[src/rtl/ipr_pkg.sv]
package ipr_pkg;

  localparam int unsigned IPR_DEF_PINS  = 24;
  localparam int unsigned IPR_DEF_VEC_W = 8;

  typedef enum logic {
    TRIG_EDGE  = 1'b0,
    TRIG_LEVEL = 1'b1
  } ipr_trig_e;

endpackage

[src/rtl/ipr_level_sampler.sv]
module ipr_level_sampler #(
  parameter int unsigned NUM_PINS = 24
) (
  input  logic                clk_i,
  input  logic                rst_ni,
  input  logic [NUM_PINS-1:0] pin_lvl_i,
  input  logic [NUM_PINS-1:0] pol_i,
  output logic [NUM_PINS-1:0] eff_o,
  output logic [NUM_PINS-1:0] rise_o
);

  logic [NUM_PINS-1:0] eff_q;
  logic [NUM_PINS-1:0] eff_d;

  always_comb begin
    eff_d = pin_lvl_i ^ pol_i;
  end

  always_ff @(posedge clk_i or negedge rst_ni) begin
    if (!rst_ni) begin
      eff_q <= '0;
    end else begin
      eff_q <= eff_d;
    end
  end

  assign eff_o  = eff_d;
  assign rise_o = eff_d & ~eff_q;

endmodule

[src/rtl/ipr_pin_cell.sv]
module ipr_pin_cell
  import ipr_pkg::*;
(
  input  logic clk_i,
  input  logic rst_ni,
  input  logic eff_i,
  input  logic rise_i,
  input  logic trig_i,
  input  logic mask_i,
  input  logic grant_i,
  input  logic inj_i,
  input  logic wr_hit_i,
  input  logic wr_lo_i,
  input  logic eoi_hit_i,
  input  logic eoi_level_i,
  output logic pend_o,
  output logic rirr_o,
  output logic svc_o
);

  logic pend_q, pend_d;
  logic rirr_q, rirr_d;
  logic svc_q, svc_d;
  logic is_level;
  logic svc_set;
  logic rirr_set, rirr_clr;

  always_comb begin
    is_level = (ipr_trig_e'(trig_i) == TRIG_LEVEL);

    svc_set = (rise_i && ((!is_level && !pend_q) || !rirr_q))
            || (wr_hit_i && pend_q)
            || (eoi_hit_i && eoi_level_i && !mask_i && pend_q);

    rirr_set = grant_i && !mask_i && inj_i && is_level;
    rirr_clr = (eoi_hit_i && eoi_level_i) || (wr_hit_i && wr_lo_i);

    if (!eff_i) begin
      pend_d = 1'b0;
    end else if (rise_i) begin
      pend_d = 1'b1;
    end else if (grant_i && !is_level) begin
      pend_d = 1'b0;
    end else begin
      pend_d = pend_q;
    end

    if (rirr_set) begin
      rirr_d = 1'b1;
    end else if (rirr_clr) begin
      rirr_d = 1'b0;
    end else begin
      rirr_d = rirr_q;
    end

    if (svc_set) begin
      svc_d = 1'b1;
    end else if (grant_i) begin
      svc_d = 1'b0;
    end else begin
      svc_d = svc_q;
    end
  end

  always_ff @(posedge clk_i or negedge rst_ni) begin
    if (!rst_ni) begin
      pend_q <= 1'b0;
      rirr_q <= 1'b0;
      svc_q  <= 1'b0;
    end else begin
      pend_q <= pend_d;
      rirr_q <= rirr_d;
      svc_q  <= svc_d;
    end
  end

  assign pend_o = pend_q;
  assign rirr_o = rirr_q;
  assign svc_o  = svc_q;

  AST_EDGE_PEND_CLR: assert property (@(posedge clk_i) disable iff (!rst_ni) (grant_i && !trig_i && !rise_i) |=> !pend_q);
  AST_RIRR_SOURCE: assert property (@(posedge clk_i) disable iff (!rst_ni) $rose(rirr_q) |-> $past(grant_i && trig_i && inj_i && !mask_i));
  AST_GRANT_RETIRES: assert property (@(posedge clk_i) disable iff (!rst_ni) (grant_i && !rise_i && !wr_hit_i && !eoi_hit_i) |=> !svc_q);

endmodule

[src/rtl/ipr_arbiter.sv]
module ipr_arbiter #(
  parameter int unsigned NUM_PINS = 24,
  localparam int unsigned PIN_W = $clog2(NUM_PINS)
) (
  input  logic [NUM_PINS-1:0] req_i,
  output logic [NUM_PINS-1:0] grant_o,
  output logic                any_o,
  output logic [PIN_W-1:0]    idx_o
);

  always_comb begin
    grant_o = '0;
    any_o   = 1'b0;
    idx_o   = '0;
    for (int i = NUM_PINS - 1; i >= 0; i--) begin
      if (req_i[i]) begin
        idx_o = PIN_W'(i);
        any_o = 1'b1;
      end
    end
    if (any_o) begin
      grant_o[idx_o] = 1'b1;
    end
  end

endmodule

[src/rtl/ipr_pin_ctrl.sv]
module ipr_pin_ctrl
  import ipr_pkg::*;
#(
  parameter int unsigned NUM_PINS = IPR_DEF_PINS,
  parameter int unsigned VEC_W    = IPR_DEF_VEC_W,
  localparam int unsigned PIN_W   = $clog2(NUM_PINS)
) (
  input  logic                      clk_i,
  input  logic                      rst_ni,
  input  logic [NUM_PINS-1:0]       pin_lvl_i,
  input  logic [NUM_PINS*VEC_W-1:0] cfg_vec_i,
  input  logic [NUM_PINS-1:0]       cfg_pol_i,
  input  logic [NUM_PINS-1:0]       cfg_trig_i,
  input  logic [NUM_PINS-1:0]       cfg_mask_i,
  input  logic                      wr_stb_i,
  input  logic [PIN_W-1:0]          wr_pin_i,
  input  logic                      wr_lo_i,
  input  logic                      eoi_valid_i,
  input  logic [VEC_W-1:0]          eoi_vec_i,
  input  logic                      eoi_level_i,
  input  logic                      dlv_inj_i,
  output logic [NUM_PINS-1:0]       pend_o,
  output logic [NUM_PINS-1:0]       rirr_o,
  output logic                      dlv_valid_o,
  output logic [PIN_W-1:0]          dlv_pin_o,
  output logic [VEC_W-1:0]          dlv_vec_o,
  output logic                      dlv_level_o,
  output logic [NUM_PINS-1:0]       eoi_ack_o
);

  // reset: asserted asynchronously, released on a clock edge
  logic [1:0] rst_sync_q;
  logic       rst_n;

  always_ff @(posedge clk_i or negedge rst_ni) begin
    if (!rst_ni) begin
      rst_sync_q <= 2'b00;
    end else begin
      rst_sync_q <= {rst_sync_q[0], 1'b1};
    end
  end

  assign rst_n = rst_sync_q[1];

  logic [NUM_PINS-1:0] eff, rise;
  logic [NUM_PINS-1:0] svc_req, grant;
  logic [NUM_PINS-1:0] wr_hit, eoi_hit;
  logic [NUM_PINS-1:0] ack_q, ack_d;
  logic                grant_any;
  logic [PIN_W-1:0]    grant_idx;

  ipr_level_sampler #(.NUM_PINS(NUM_PINS)) u_sampler (
    .clk_i     (clk_i),
    .rst_ni    (rst_n),
    .pin_lvl_i (pin_lvl_i),
    .pol_i     (cfg_pol_i),
    .eff_o     (eff),
    .rise_o    (rise)
  );

  for (genvar p = 0; p < NUM_PINS; p++) begin : g_pin
    assign wr_hit[p]  = wr_stb_i && (wr_pin_i == PIN_W'(p));
    assign eoi_hit[p] = eoi_valid_i && (cfg_vec_i[p*VEC_W +: VEC_W] == eoi_vec_i);

    ipr_pin_cell u_cell (
      .clk_i       (clk_i),
      .rst_ni      (rst_n),
      .eff_i       (eff[p]),
      .rise_i      (rise[p]),
      .trig_i      (cfg_trig_i[p]),
      .mask_i      (cfg_mask_i[p]),
      .grant_i     (grant[p]),
      .inj_i       (dlv_inj_i),
      .wr_hit_i    (wr_hit[p]),
      .wr_lo_i     (wr_lo_i),
      .eoi_hit_i   (eoi_hit[p]),
      .eoi_level_i (eoi_level_i),
      .pend_o      (pend_o[p]),
      .rirr_o      (rirr_o[p]),
      .svc_o       (svc_req[p])
    );
  end

  ipr_arbiter #(.NUM_PINS(NUM_PINS)) u_arb (
    .req_i   (svc_req),
    .grant_o (grant),
    .any_o   (grant_any),
    .idx_o   (grant_idx)
  );

  always_comb begin
    dlv_valid_o = grant_any && !cfg_mask_i[grant_idx];
    dlv_pin_o   = grant_idx;
    dlv_vec_o   = cfg_vec_i[grant_idx*VEC_W +: VEC_W];
    dlv_level_o = cfg_trig_i[grant_idx];
  end

  // acknowledge pulse, one cycle after the EOI
  always_comb begin
    ack_d = eoi_valid_i ? eoi_hit : '0;
  end

  always_ff @(posedge clk_i or negedge rst_n) begin
    if (!rst_n) begin
      ack_q <= '0;
    end else begin
      ack_q <= ack_d;
    end
  end

  assign eoi_ack_o = ack_q;

  AST_ONE_GRANT: assert property (@(posedge clk_i) disable iff (!rst_n) $onehot0(grant));
  AST_ACK_FOLLOWS_EOI: assert property (@(posedge clk_i) disable iff (!rst_n) (|eoi_ack_o) |-> $past(eoi_valid_i));

endmodule

[config.mk]
export PLATFORM = sky130hd
export DESIGN_NAME = ipr_pin_ctrl
export DESIGN_NICKNAME = d
export VERILOG_FILES = /design/src/rtl/ipr_pkg.sv /design/src/rtl/ipr_level_sampler.sv /design/src/rtl/ipr_pin_cell.sv /design/src/rtl/ipr_arbiter.sv /design/src/rtl/ipr_pin_ctrl.sv
export SDC_FILE = /design/constraint.sdc
export NUM_CORES = 1
export LEC_CHECK = 0
export ABC_AREA = 0
export ABC_CLOCK_PERIOD_IN_PS = 9900
export BUFFER_PORTS_ARGS = -buffer_cell sky130_fd_sc_hd__buf_4
export CAP_MARGIN = 40
export CORE_MARGIN = 3
export CORE_UTILIZATION = 40
export DETAILED_ROUTE_END_ITERATION = 8
export PLACE_DENSITY = 0.71
export SLEW_MARGIN = 0
export SYNTH_ARGS = -nofsm -noshare
export SYNTH_HDL_FRONTEND = slang
export SYNTH_SLANG_ARGS = --single-unit
[constraint.sdc]
create_clock -name clk_i -period 9.9 [get_ports clk_i]
set_clock_uncertainty 0.05 [all_clocks]
set_input_delay 1.98 -clock clk_i [delete_from_list [all_inputs] [get_ports clk_i]]
set_output_delay 1.98 -clock clk_i [all_outputs]
set_load 0.01 [all_outputs]
==> key figures <==
Run status
  – Outcome: completed

Clock tree
  – Cts hold-fix bufs: 0
  – Insertion delay to the later sink of the worst-skew pair: 0.42 ns
  – Setup bufs post-CTS: 0
  – TritonCTS Sinks: 122
  – Reg clk slew, reported paths: 0.07 ns
  – Root Buffer: clkbuf_16
  – CTS buffer count: 17
  – Clock buffer depth: 2
  – CTS tree: yes
  – CTS H-Tree Depth: 4
  – Post_cts resized: 0

Cells and area
  – FF+latch area: 3060 sq um
  – Number of fillers in the final layout: 2,303
  – Area Growth Syn to Fin: 33.5%
  – Nets: 1,760
  – Post-Layout Cell Count: 1,791
  – Multi-input gate area: 6270 sq um
  – Layout cell share with drive strength beyond 1: 31.3%

Logic synthesis
  – YS warnings: 0
  – Cell variety after synth: 67
  – Syn_area_per_cell: 8.93 sq um
  – Synthesized Nets: 1,443
  – Post-synthesis sequential area ratio: 30.1%
  – Main flop type after synthesis: dfrtp_1
  – Ys async rst share: 100%
  – Post-synth EDFFs: 0
  – Count leader, synth: dfrtp_1
  – Area share of the largest cell type after synthesis: 30.1%
  – Mapped Cells: 1,135
  – Synth area leader: dfrtp_1
  – Post-synthesis instance area: 10,100 sq um
  – FF+latch count, synth: 122
  – Post-synth top cells: dfrtp_1 (122), xor2_1 (116), xnor2_1 (100)
  – Synth area leaders: dfrtp_1 (30%), xor2_1 (10%), xnor2_1 (8.6%), mux2i_1 (6.5%), buf_4 (4.1%)

Power and ir drop
  – Internal power: 1.46 mW
  – Maximum vdd drop: 0.114 mV
  – Total power: 2.60 mW
  – Combinational share of power: 53.1%
  – Sw Ratio: 43.8%
  – Sequential Power Share: 23.8%
  – Clk pwr share: 23.1%
  – Pwr per Cell Area: 192 nW/um^2
  – Leakage dissipation: 5.86 nW
  – Psw: 1.14 mW

Route
  – 1st-iter DRT viols: 1,388
  – Number of vias in the routed layout: 11.1k
  – Final ANT Viol Nets: 0
  – DRC viols: 0
  – 1st-pass router iterations: 6
  – WL final: 49,300 um
  – Routed vias/inst: 6.21
  – Per-cell routed wire length: 27.5 um

GRT
  – Initial antenna violation count: 2
  – First-pass GRT wire length: 69,700 um
  – Largest net degree at the start of global routing: 53
  – Vias in the first global route: 10.8k
  – GRT Total Usage: 34.5%
  – GRT Residual Overflow: 0

STA
  – Tcrit/Tclk final: 67.2%
  – Period minus WS final: 6.65 ns
  – Highest Clock Rate: 0.150 GHz
  – # setup viols final: 0
  – Max-slew violation count: 0
  – Min Hold Slack: 0.312 ns
  – Relative slew slack: 35.3%
  – Hold Fails Final Rpt: 0
  – Slew @ Worst Pin: 0.962 ns
  – Setup_tns: 0 ns
  – RSZ-0062 raised after global routing: false

Setup path
  – CP Capture Type: primary output
  – WP buf/inv: 2
  – CP Launch Type: flip-flop
  – Critical path data arrival time: 4.62 ns
  – CP delay by family, top: simple AND/OR/NAND/NOR gates
  – CP Cell Sequence: nor4_1 > o311ai_1 > nand2_1 > inv_1 > or2_1 > nor3_2 > a211oi_1 > and4_1 > buf_4
  – Setup CP Type: reg -> out
  – Top fanout value on the critical path: 21
  – Crit path largest cell delay: 0.72 ns
  – Slowest-stage cell, CP: nand2_1
  – CP required: 7.87 ns

Place
  – Gp weighted congestion: 0.992
  – Detailed placement HPWL: 39,400 um
  – Placed cells: 1,757
  – Input/output buffers: 394

Floorplan
  – Std-Cell Rows: 57
  – Die Ht: 165 um
  – Die W: 165 um
  – Core Footprint: 24,600 sq um
  – Starting Density: 41.2%
  – IO Pins: 395
  – Die Area: 27,300 sq um

Run
  – Max cap viols: 0

Hold path
  – Worst hold path class: reg -> reg
-- state kept, by name, summed over array words and instances (netlist names) --
signal,flops
g_pin.u_cell.svc_o,24
g_pin.u_cell.pend_o,24
eoi_ack_o,24
g_pin.u_cell.rirr_o,24
rst_sync_q,2
u_sampler.eff_q,24
-- power groups by stage --
stage / clock [mW] / combinational, mW / sequential, mW
after floorplan: 0 / 0.865 / 0.601
after global placement: 0 / 1.31 / 0.624
after detailed placement: 0 / 1.35 / 0.624
after CTS: 0.603 / 1.35 / 0.616
after global routing: 0.625 / 1.44 / 0.627
final: 0.600 / 1.38 / 0.618
-- cells in the final DEF (no fill, tap or decap), types with 7 or more instances in the layout --
cell	Yosys	final
o21a_1	19	19
nor3_1	25	25
dfrtp_1	122	121
o221ai_1	9	9
a21oi_1	40	40
mux2i_1	66	66
xnor2_1	100	100
inv_1	37	37
clkbuf_16	0	17
nand4_1	21	21
a211oi_1	9	9
nor2_1	38	38
o32ai_1	7	7
nand2_1	76	76
nor4_1	47	47
nand3_1	18	18
a22oi_1	20	20
o2bb2ai_1	7	7
o22ai_1	34	34
a221o_1	18	18
buf_4	55	402
a221oi_1	8	8
o21ai_0	49	49
o211ai_1	33	33
and3_1	14	14
nand3b_1	21	21
o31ai_1	9	9
xor2_1	116	116
-- through the flow --
stage	setup WS (ns)	util, %	cell area, sq um
4_1_cts	3.38	55.0	13500
3_5_place_dp	3.82	52.7	13000
6_report	3.25	55.0	13500
2_1_floorplan	5.03	-	10100
5_1_grt	3.02	55.0	13500
3_3_place_gp	3.95	52.4	12900
-- final cells by class --
cell class,count,share of cell area [%]
flip-flops and latches,122,22.6
inverters,37,1.03
repair buffers,406,22.9
clock buffers,21,3.40
clock inverters,11,0.721
multi-input cells,868,46.4
well taps,324,3.00
diodes,2,0.0370
-- final timing paths --
kind / startpoint / endpoint / slack (ns) / depth (start not counted)
setup reg to reg: g_pin[7].u_cell.svc_o / g_pin[16].u_cell.rirr_o / 5.97 / 7
min in group asynchronous: rst_sync_q[1] / g_pin[22].u_cell.pend_o / 0.33 / 0
hold / removal: rst_sync_q[0] / rst_sync_q[1] / 0.31 / 0
max in group asynchronous: rst_sync_q[1] / g_pin[2].u_cell.pend_o / 8.34 / 2
hold reg to reg: rst_sync_q[0] / rst_sync_q[1] / 0.31 / 0
setup / recovery: g_pin[7].u_cell.svc_o / dlv_valid_o / 3.25 / 9
-- worst register-to-register path, cell delays in order (launching register included) --
cell,delay [ns]
dfrtp_1,0.43
nor4_1,0.45
o311ai_1,0.18
nand2_1,0.72
inv_1,0.63
nor2_1,0.63
nand2_1,0.37
o41ai_1,0.34
-- logic make-up (layout without fill, tap and decap cells) --
family                    count (synthesis)  count (layout)  synth area share, %
AOI/OAI and AO/OA                       295             295                 21.1
and+or+nand+nor                         290             290                 15.5
xor gates and xnor gates                216             216                 18.7
buffers and inverters                   145             475                 8.05
DFF                                     122             122                 30.1
muxes                                    66              66                 6.52
other                                     1               3               0.0370
-- metal layers --
metal	share of wire [%]	track usage (%)	wire, um
met5	0	0	0
met4	3.3	11.2	1610
met2	46	55.0	22800
met1	39	45.7	19300
met3	11	8.98	5570
No activity file was read; power rests on OpenSTA's default activity.
